===== config.mk =====
export PLATFORM = sky130hd
export DESIGN_NAME = hb_watchdog
export DESIGN_NICKNAME = d
export VERILOG_FILES = /design/src/rtl/hbw_pkg.sv /design/src/rtl/hbw_sync.sv /design/src/rtl/hbw_edge_detect.sv /design/src/rtl/hbw_idle_counter.sv /design/src/rtl/hb_watchdog.sv
export SDC_FILE = /design/constraint.sdc
export NUM_CORES = 1
export LEC_CHECK = 0
export BUFFER_PORTS_ARGS = -buffer_cell sky130_fd_sc_hd__buf_4
export CORE_UTILIZATION = 60
export DETAILED_ROUTE_END_ITERATION = 10
export PLACE_DENSITY = 0.89
export SYNTH_ARGS = -nofsm -noshare
export SYNTH_HDL_FRONTEND = slang
export SYNTH_SLANG_ARGS = --single-unit

===== constraint.sdc =====
create_clock -name clk_i -period 2.6 [get_ports clk_i]
set_clock_uncertainty 0.15 [all_clocks]
set_input_delay 0.39 -clock clk_i [delete_from_list [all_inputs] [get_ports clk_i]]
set_output_delay 0.39 -clock clk_i [all_outputs]
set_load 0.01 [all_outputs]

===== src/rtl/hbw_pkg.sv =====
package hbw_pkg;
  // Bits needed to hold the values 0..n inclusive.
  function automatic int unsigned count_width(input int unsigned n);
    int unsigned w;
    w = 1;
    while ((64'd1 << w) <= 64'(n)) w++;
    return w;
  endfunction

  localparam int unsigned HBW_SYNC_STAGES = 2;
endpackage


===== src/rtl/hbw_sync.sv =====
module hbw_sync #(
  parameter int unsigned STAGES = 2
) (
  input  logic clk_i,
  input  logic clr_i,
  input  logic d_i,
  output logic q_o
);
  logic [STAGES-1:0] chain;

  generate
    for (genvar s = 0; s < STAGES; s++) begin : g_stage
      if (s == 0) begin : g_first
        always_ff @(posedge clk_i) begin
          if (clr_i) chain[0] <= 1'b0;
          else       chain[0] <= d_i;
        end
      end else begin : g_next
        always_ff @(posedge clk_i) begin
          if (clr_i) chain[s] <= 1'b0;
          else       chain[s] <= chain[s-1];
        end
      end
    end
  endgenerate

  assign q_o = chain[STAGES-1];
endmodule


===== src/rtl/hbw_edge_detect.sv =====
module hbw_edge_detect (
  input  logic clk_i,
  input  logic clr_i,
  input  logic lvl_i,
  output logic chg_o
);
  logic lvl_q;

  always_ff @(posedge clk_i) begin
    if (clr_i) lvl_q <= 1'b0;
    else       lvl_q <= lvl_i;
  end

  // Either direction of change counts.
  assign chg_o = lvl_i ^ lvl_q;
endmodule


===== src/rtl/hbw_idle_counter.sv =====
module hbw_idle_counter #(
  parameter int unsigned LIMIT_CYCLES = 40,
  parameter int unsigned CW           = 6
) (
  input  logic          clk_i,
  input  logic          clr_i,
  input  logic          kick_i,
  output logic [CW-1:0] cnt_o,
  output logic          expired_o
);
  localparam logic [CW-1:0] LIMIT = CW'(LIMIT_CYCLES);

  logic [CW-1:0] cnt_q;

  always_ff @(posedge clk_i) begin
    if (clr_i || kick_i)    cnt_q <= '0;
    else if (cnt_q < LIMIT) cnt_q <= cnt_q + 1'b1;
  end

  assign cnt_o     = cnt_q;
  assign expired_o = (cnt_q == LIMIT);

  AST_CLEAR_IN_RESET: assert property (@(posedge clk_i) clr_i |=> (cnt_q == '0));
  AST_KICK_CLEARS: assert property (@(posedge clk_i) disable iff (clr_i)
    kick_i |=> (cnt_q == '0));
  AST_NO_OVERFLOW: assert property (@(posedge clk_i) disable iff (clr_i)
    cnt_q <= LIMIT);
  AST_TIMEOUT_STICKY: assert property (@(posedge clk_i) disable iff (clr_i)
    (expired_o && !kick_i) |=> expired_o);
endmodule


===== src/rtl/hb_watchdog.sv =====
module hb_watchdog #(
  parameter int unsigned WDT_CYCLES = 200_000_000
) (
  input  logic clk_i,
  input  logic sys_rst_i,
  input  logic hb_i,
  input  logic supply_ok_i,
  output logic wdt_n_o
);
  import hbw_pkg::*;

  localparam int unsigned CW = count_width(WDT_CYCLES);

  logic          hb_sync;
  logic          hb_chg;
  logic [CW-1:0] idle_cnt;
  logic          idle_expired;

  hbw_sync #(.STAGES(HBW_SYNC_STAGES)) u_sync (
    .clk_i (clk_i),
    .clr_i (sys_rst_i),
    .d_i   (hb_i),
    .q_o   (hb_sync)
  );

  hbw_edge_detect u_edge (
    .clk_i (clk_i),
    .clr_i (sys_rst_i),
    .lvl_i (hb_sync),
    .chg_o (hb_chg)
  );

  hbw_idle_counter #(.LIMIT_CYCLES(WDT_CYCLES), .CW(CW)) u_cnt (
    .clk_i     (clk_i),
    .clr_i     (sys_rst_i),
    .kick_i    (hb_chg),
    .cnt_o     (idle_cnt),
    .expired_o (idle_expired)
  );

  // Supply gating is combinational so recovery is seen in the same cycle.
  assign wdt_n_o = supply_ok_i & ~idle_expired;

  AST_UV_FLAG_LOW: assert property (@(posedge clk_i) disable iff (sys_rst_i)
    (!supply_ok_i) |-> !wdt_n_o);
endmodule


# ---- Word level (Yosys, flattened, before mapping)
# Index checks and enable logic that the tools add are counted.
dict set report classes {
  n_addsub 1
  n_mul 0
  n_div 0
  magnitude_cmp 1
  n_eq_ne 1
  n_shift 0
  n_mux 0
  n_bitwise 3
  reduce_logical 1
}
# operator count
set op_table {}
lappend op_table {{adder 28 x 1 -> 28 bit (second input constant)} 1}
lappend op_table {{equality test 28 bit (second input constant)} 1}
lappend op_table {{< comparator 28 bit (second input constant)} 1}
lappend op_table {{bitwise AND 1 bit} 1}
lappend op_table {{logical OR 1 bit} 1}
lappend op_table {{NOT 1 bit} 1}
lappend op_table {{XOR 1 bit} 1}
dict set report totals {
  regBits 31
  latchBits 0
  mem_bits_rw 0
  romBits 0
  input_bits 4
  out_inout_bits 1
  wordCells 11
  n_memories 0
}

# ---- Longest topological paths before layout
dict set report logic_depth {
  depth_word 3
  depth_mapped 7
  mapped_depth_nobuf 6
}

# ---- Hierarchy
# Synthesis repeated with hierarchy kept, for this count alone.
dict set report unflattened {
  hier_cells 194
  area_unflattened_um2 1612.8
}
# mod n_inst cells_per_inst area_each_um2 seq_area_each_um2
set by_module_without_submodules {}
lappend by_module_without_submodules {hbw_idle_counter 1 186 1511.4 560.5}
lappend by_module_without_submodules {hbw_sync 1 4 52.6 40.0}
lappend by_module_without_submodules {hbw_edge_detect 1 3 35.0 20.0}
lappend by_module_without_submodules {hb_watchdog 1 1 13.8 0.0}

# ---- Least setup slack after synthesis
# Ideal clock, no wire load.
dict set report synth_path {
  path_type {reg-to-reg}
  start {register u_cnt.cnt_q[1], in the netlist u_cnt.cnt_o[1]}
  end {register u_cnt.cnt_q[16], in the netlist u_cnt.cnt_o[16]}
  setup_time_ns 0.071
  arrival_ns 1.736
  slack_ns 0.644
  path_stages_with_launch 7
  path_buffers 0
  cell_sequence {dfxtp_1 -> ha_1 -> nand4_1 -> nor4_4 -> o211ai_1 -> or3_1 -> a21oi_1}
}
dict set report synth_between {
  elab_chain_len 1
}
# item line
set synth_rtl {}
lappend synth_rtl {{start, declared} hbw_idle_counter.sv:13} ;# logic [CW-1:0] cnt_q;
lappend synth_rtl {{start signal, assigned} hbw_idle_counter.sv:17} ;# else if (cnt_q < LIMIT) cnt_q <= cnt_q + 1'b1;
lappend synth_rtl {{adder 28 x 1 -> 28 bit / < comparator 28 bit (equally long branches)} hbw_idle_counter.sv:17}
# Several ways; a longest one is shown, not always the timed one.
# A chain may end at the register's enable or synchronous reset.

# ---- Final worst setup path
dict set report layout_path {
  start {register u_cnt.cnt_q[10], in the netlist u_cnt.cnt_o[10]}
  end {output port wdt_n_o}
}
dict set report layout_between {
  elab_chain_len 3
}
# item line
set layout_rtl {}
lappend layout_rtl {{equality test 28 bit} hbw_idle_counter.sv:21} ;# assign expired_o = (cnt_q == LIMIT);
lappend layout_rtl {{NOT 1 bit} hb_watchdog.sv:42} ;# assign wdt_n_o = supply_ok_i & ~idle_expired;
lappend layout_rtl {{bitwise AND 1 bit} hb_watchdog.sv:42}
lappend layout_rtl {{end, declared} hb_watchdog.sv:8} ;# output logic wdt_n_o
# No other way between the ends.

==> impl_metrics.env <==
export IMPL_grt_pass1_wl_um=5670
export IMPL_fillCellCount=214
export IMPL_syn_instance_count=196
export IMPL_fp_dieH_um=54.3
export IMPL_htreeDepth=2
export IMPL_crit_required_ns=2.06
export IMPL_internal_power_w=0.000600
export IMPL_p_comb_frac=0.048
export IMPL_ys_seq_area_frac=0.379
export IMPL_period_share=0.889
export IMPL_wirelength_um=3470
export IMPL_fin_cells=232
export IMPL_gp_congestion=0.865
export IMPL_seq_area_um2=621
export IMPL_status="complete, no violations"
export IMPL_placedCellCount=224
export IMPL_ys_ff_latch=31
export IMPL_final_common_cell="dfxtp_1"
export IMPL_setup_tns_ns=0
export IMPL_clock_sinks=31
export IMPL_reg2reg_slack_ns=0.37
export IMPL_crit_path_top_delay_cell="or3_4"
export IMPL_slew_violations=0
export IMPL_crit_path_end="wdt_n_o"
export IMPL_multi_input_area_um2=955
export IMPL_final_util=0.685
export IMPL_fmaxAchievable_mhz=433
export IMPL_yosys_area_top_type_share=0.379
export IMPL_clk_pin_slew_ns=0.10
export IMPL_yosys_warnings=0
export IMPL_crit_chain="or3_4 > nor3_1 > nand3_1 > o31a_1 > buf_4"
export IMPL_port_buffers=4
export IMPL_wire_per_inst_um=15.0
export IMPL_end_kind="primary output"
export IMPL_worstPathArrival_ns=1.77
export IMPL_cp_depth=5
export IMPL_slew_headroom=0.482
export IMPL_grt_pass1_vias=1339
export IMPL_die_area_um2=2940
export IMPL_tightest_slew_ns=0.777
export IMPL_synth_area_leaders="dfxtp_1, nor2_1, xor2_1"
export IMPL_leakage_nw=0.578
export IMPL_hpwl_um=2500
export IMPL_netSwitchingPower_w=0.000192
export IMPL_fin_crit_ns=2.31
export IMPL_r2r_start="u_cnt.cnt_o[1]"
export IMPL_max_stage_delay_ns=0.42
export IMPL_avgSynthCellArea_um2=8.36
export IMPL_initial_core_util=0.650
export IMPL_place_ws_ns=0.380
export IMPL_via_per_inst=6.10
export IMPL_route_detailed_drc=0
export IMPL_io_pins=5
export IMPL_start_kind="flop"
export IMPL_reg2reg_depth=6
export IMPL_diodes=0
export IMPL_cts_resized=0
export IMPL_drive_gt1_frac=0.0941
export IMPL_cts_path_max_buffers=2
export IMPL_first_pass_iters=4
export IMPL_switching_share=0.242
export IMPL_pwr_share_seq=0.613
export IMPL_finalSetupViolCount=0
export IMPL_critPathKind="flop to primary output"
export IMPL_crit_path_max_fanout=4
export IMPL_grt_use_total=0.275
export IMPL_grt_max_degree=24
export IMPL_clk_latency_ns=0.34
export IMPL_cts_made_buffers=5
export IMPL_synth_largest_area_cell="dfxtp_1"
export IMPL_drtIter0Drc=42
export IMPL_holdCritPathClass="primary input to flop"
export IMPL_cts_root_buf="clkbuf_4"
export IMPL_synth_area_um2=1640
export IMPL_hold_viol=0
export IMPL_antenna_found_initial=0
export IMPL_core_um2=2520
export IMPL_cap_violations=0
export IMPL_path_buf_inv=1
export IMPL_startpoint="u_cnt.cnt_o[10]"
export IMPL_rsz0062_at_grt="no"
export IMPL_final_antenna_net_count=0
export IMPL_cts_hold_buf=0
export IMPL_pwr_share_clk=0.339
export IMPL_ir_drop_uv=356
export IMPL_power_density_nw_per_um2=459
export IMPL_ys_types=38
export IMPL_area_growth_pct=5.34
export IMPL_path_delay_family="simple AND/OR/NAND/NOR gates"
export IMPL_vias=1415
export IMPL_post_cts_buffers=0
export IMPL_syn_nets=202
export IMPL_final_cell_mix="dfxtp_1, nor2_1, nand2_1, nand3_1"
export IMPL_overflow=0
export IMPL_layout_setup_ws_ns=0.288
export IMPL_cts_tree="built"
export IMPL_die_w_um=54.3
export IMPL_r2r_end="u_cnt.cnt_o[16]"
export IMPL_layout_nets=207
export IMPL_num_rows=18
## synth_stat cells, drive strengths merged
cell	n
or2	1
nand3	13
a21o	1
dfxtp	31
nor4	7
and4bb	1
and4	1
xor2	9
ha	2
nand4	6
nand2b	1
and3	1
a41o	1
and2	2
clkbuf	3
inv	7
o21a	5
nor2b	4
o21ai	9
nor3	6
xnor2	5
buf	4
or3	10
o2111ai	2
nand2	18
o211ai	6
a21oi	9
o21bai	1
a2111oi	1
mux2i	2
o31a	4
nor2	23
## routing by layer
| metal | wire [µm] | global-route usage | share of wire |
|---|---|---|---|
| met3 | 156 | 0.0861 | 0.045 |
| met5 | 0 | 0 | 0 |
| met4 | 93 | 0.171 | 0.027 |
| met2 | 1760 | 0.451 | 0.51 |
| met1 | 1460 | 0.308 | 0.42 |
## logic make-up after synthesis
kind of cell | after synthesis | share of synthesized area
AO/OA/AOI/OAI | 39 | 0.169
buffers and inverters | 14 | 0.0389
multiplexers | 2 | 0.0122
AND/OR/NAND/NOR | 94 | 0.311
flip-flops | 31 | 0.379
adder cells (fa/ha/maj) | 2 | 0.0153
XOR/XNOR | 14 | 0.0748
## power by group through the flow
stage	clock, W	sequential [W]	combinational (W)
6_report	0.000268	0.000486	0.0000382
5_1_grt	0.000294	0.000487	0.0000416
4_1_cts	0.000272	0.000486	0.0000379
3_5_place_dp	0	0.000497	0.0000379
3_3_place_gp	0	0.000496	0.0000357
2_1_floorplan	0	0.000495	0.0000250
## area by class of cell
class | count | share of cell area
repair buffers | 5 | 0.0217
flip-flops and latches | 31 | 0.359
inverters | 7 | 0.0152
clock inverters | 1 | 0.00290
well taps | 30 | 0.0217
multi-input cells | 151 | 0.553
clock buffers | 7 | 0.0261
## registers in the layout, indices dropped and copies added, names as in the netlist
signal,flops
u_cnt.cnt_o,28
u_sync.q_o,1
u_sync.chain,1
u_edge.lvl_q,1
## stage by stage
| step | hold WS [ns] | cell area [µm²] | total power, W |
|---|---|---|---|
| floorplan | 0.264 | 1640 | 0.000520 |
| detailed placement | 0.281 | 1680 | 0.000535 |
| CTS | 0.0818 | 1730 | 0.000796 |
| finish | 0.0835 | 1730 | 0.000792 |
| global route | 0.0751 | 1730 | 0.000823 |
| global placement | 0.270 | 1680 | 0.000532 |
## worst reg2reg max path, cell delays in order (launching register included)
cell and delay, ns:
dfxtp_1 0.41, ha_1 0.21, nand4_1 0.22, nor4_4 0.46, o211ai_1 0.24, or3_1 0.35, a21oi_1 0.13
## worst min path at each step
stage          cells past startpoint             from         endpoint
2_1_floorplan                      1  u_sync.chain[0]       u_sync.q_o
3_3_place_gp                       1  u_sync.chain[0]       u_sync.q_o
3_5_place_dp                       1  u_sync.chain[0]       u_sync.q_o
4_1_cts                            2        sys_rst_i  u_sync.chain[0]
5_1_grt                            2        sys_rst_i     u_edge.lvl_q
6_report                           2        sys_rst_i  u_sync.chain[0]
(Power assumes the default switching activity.)
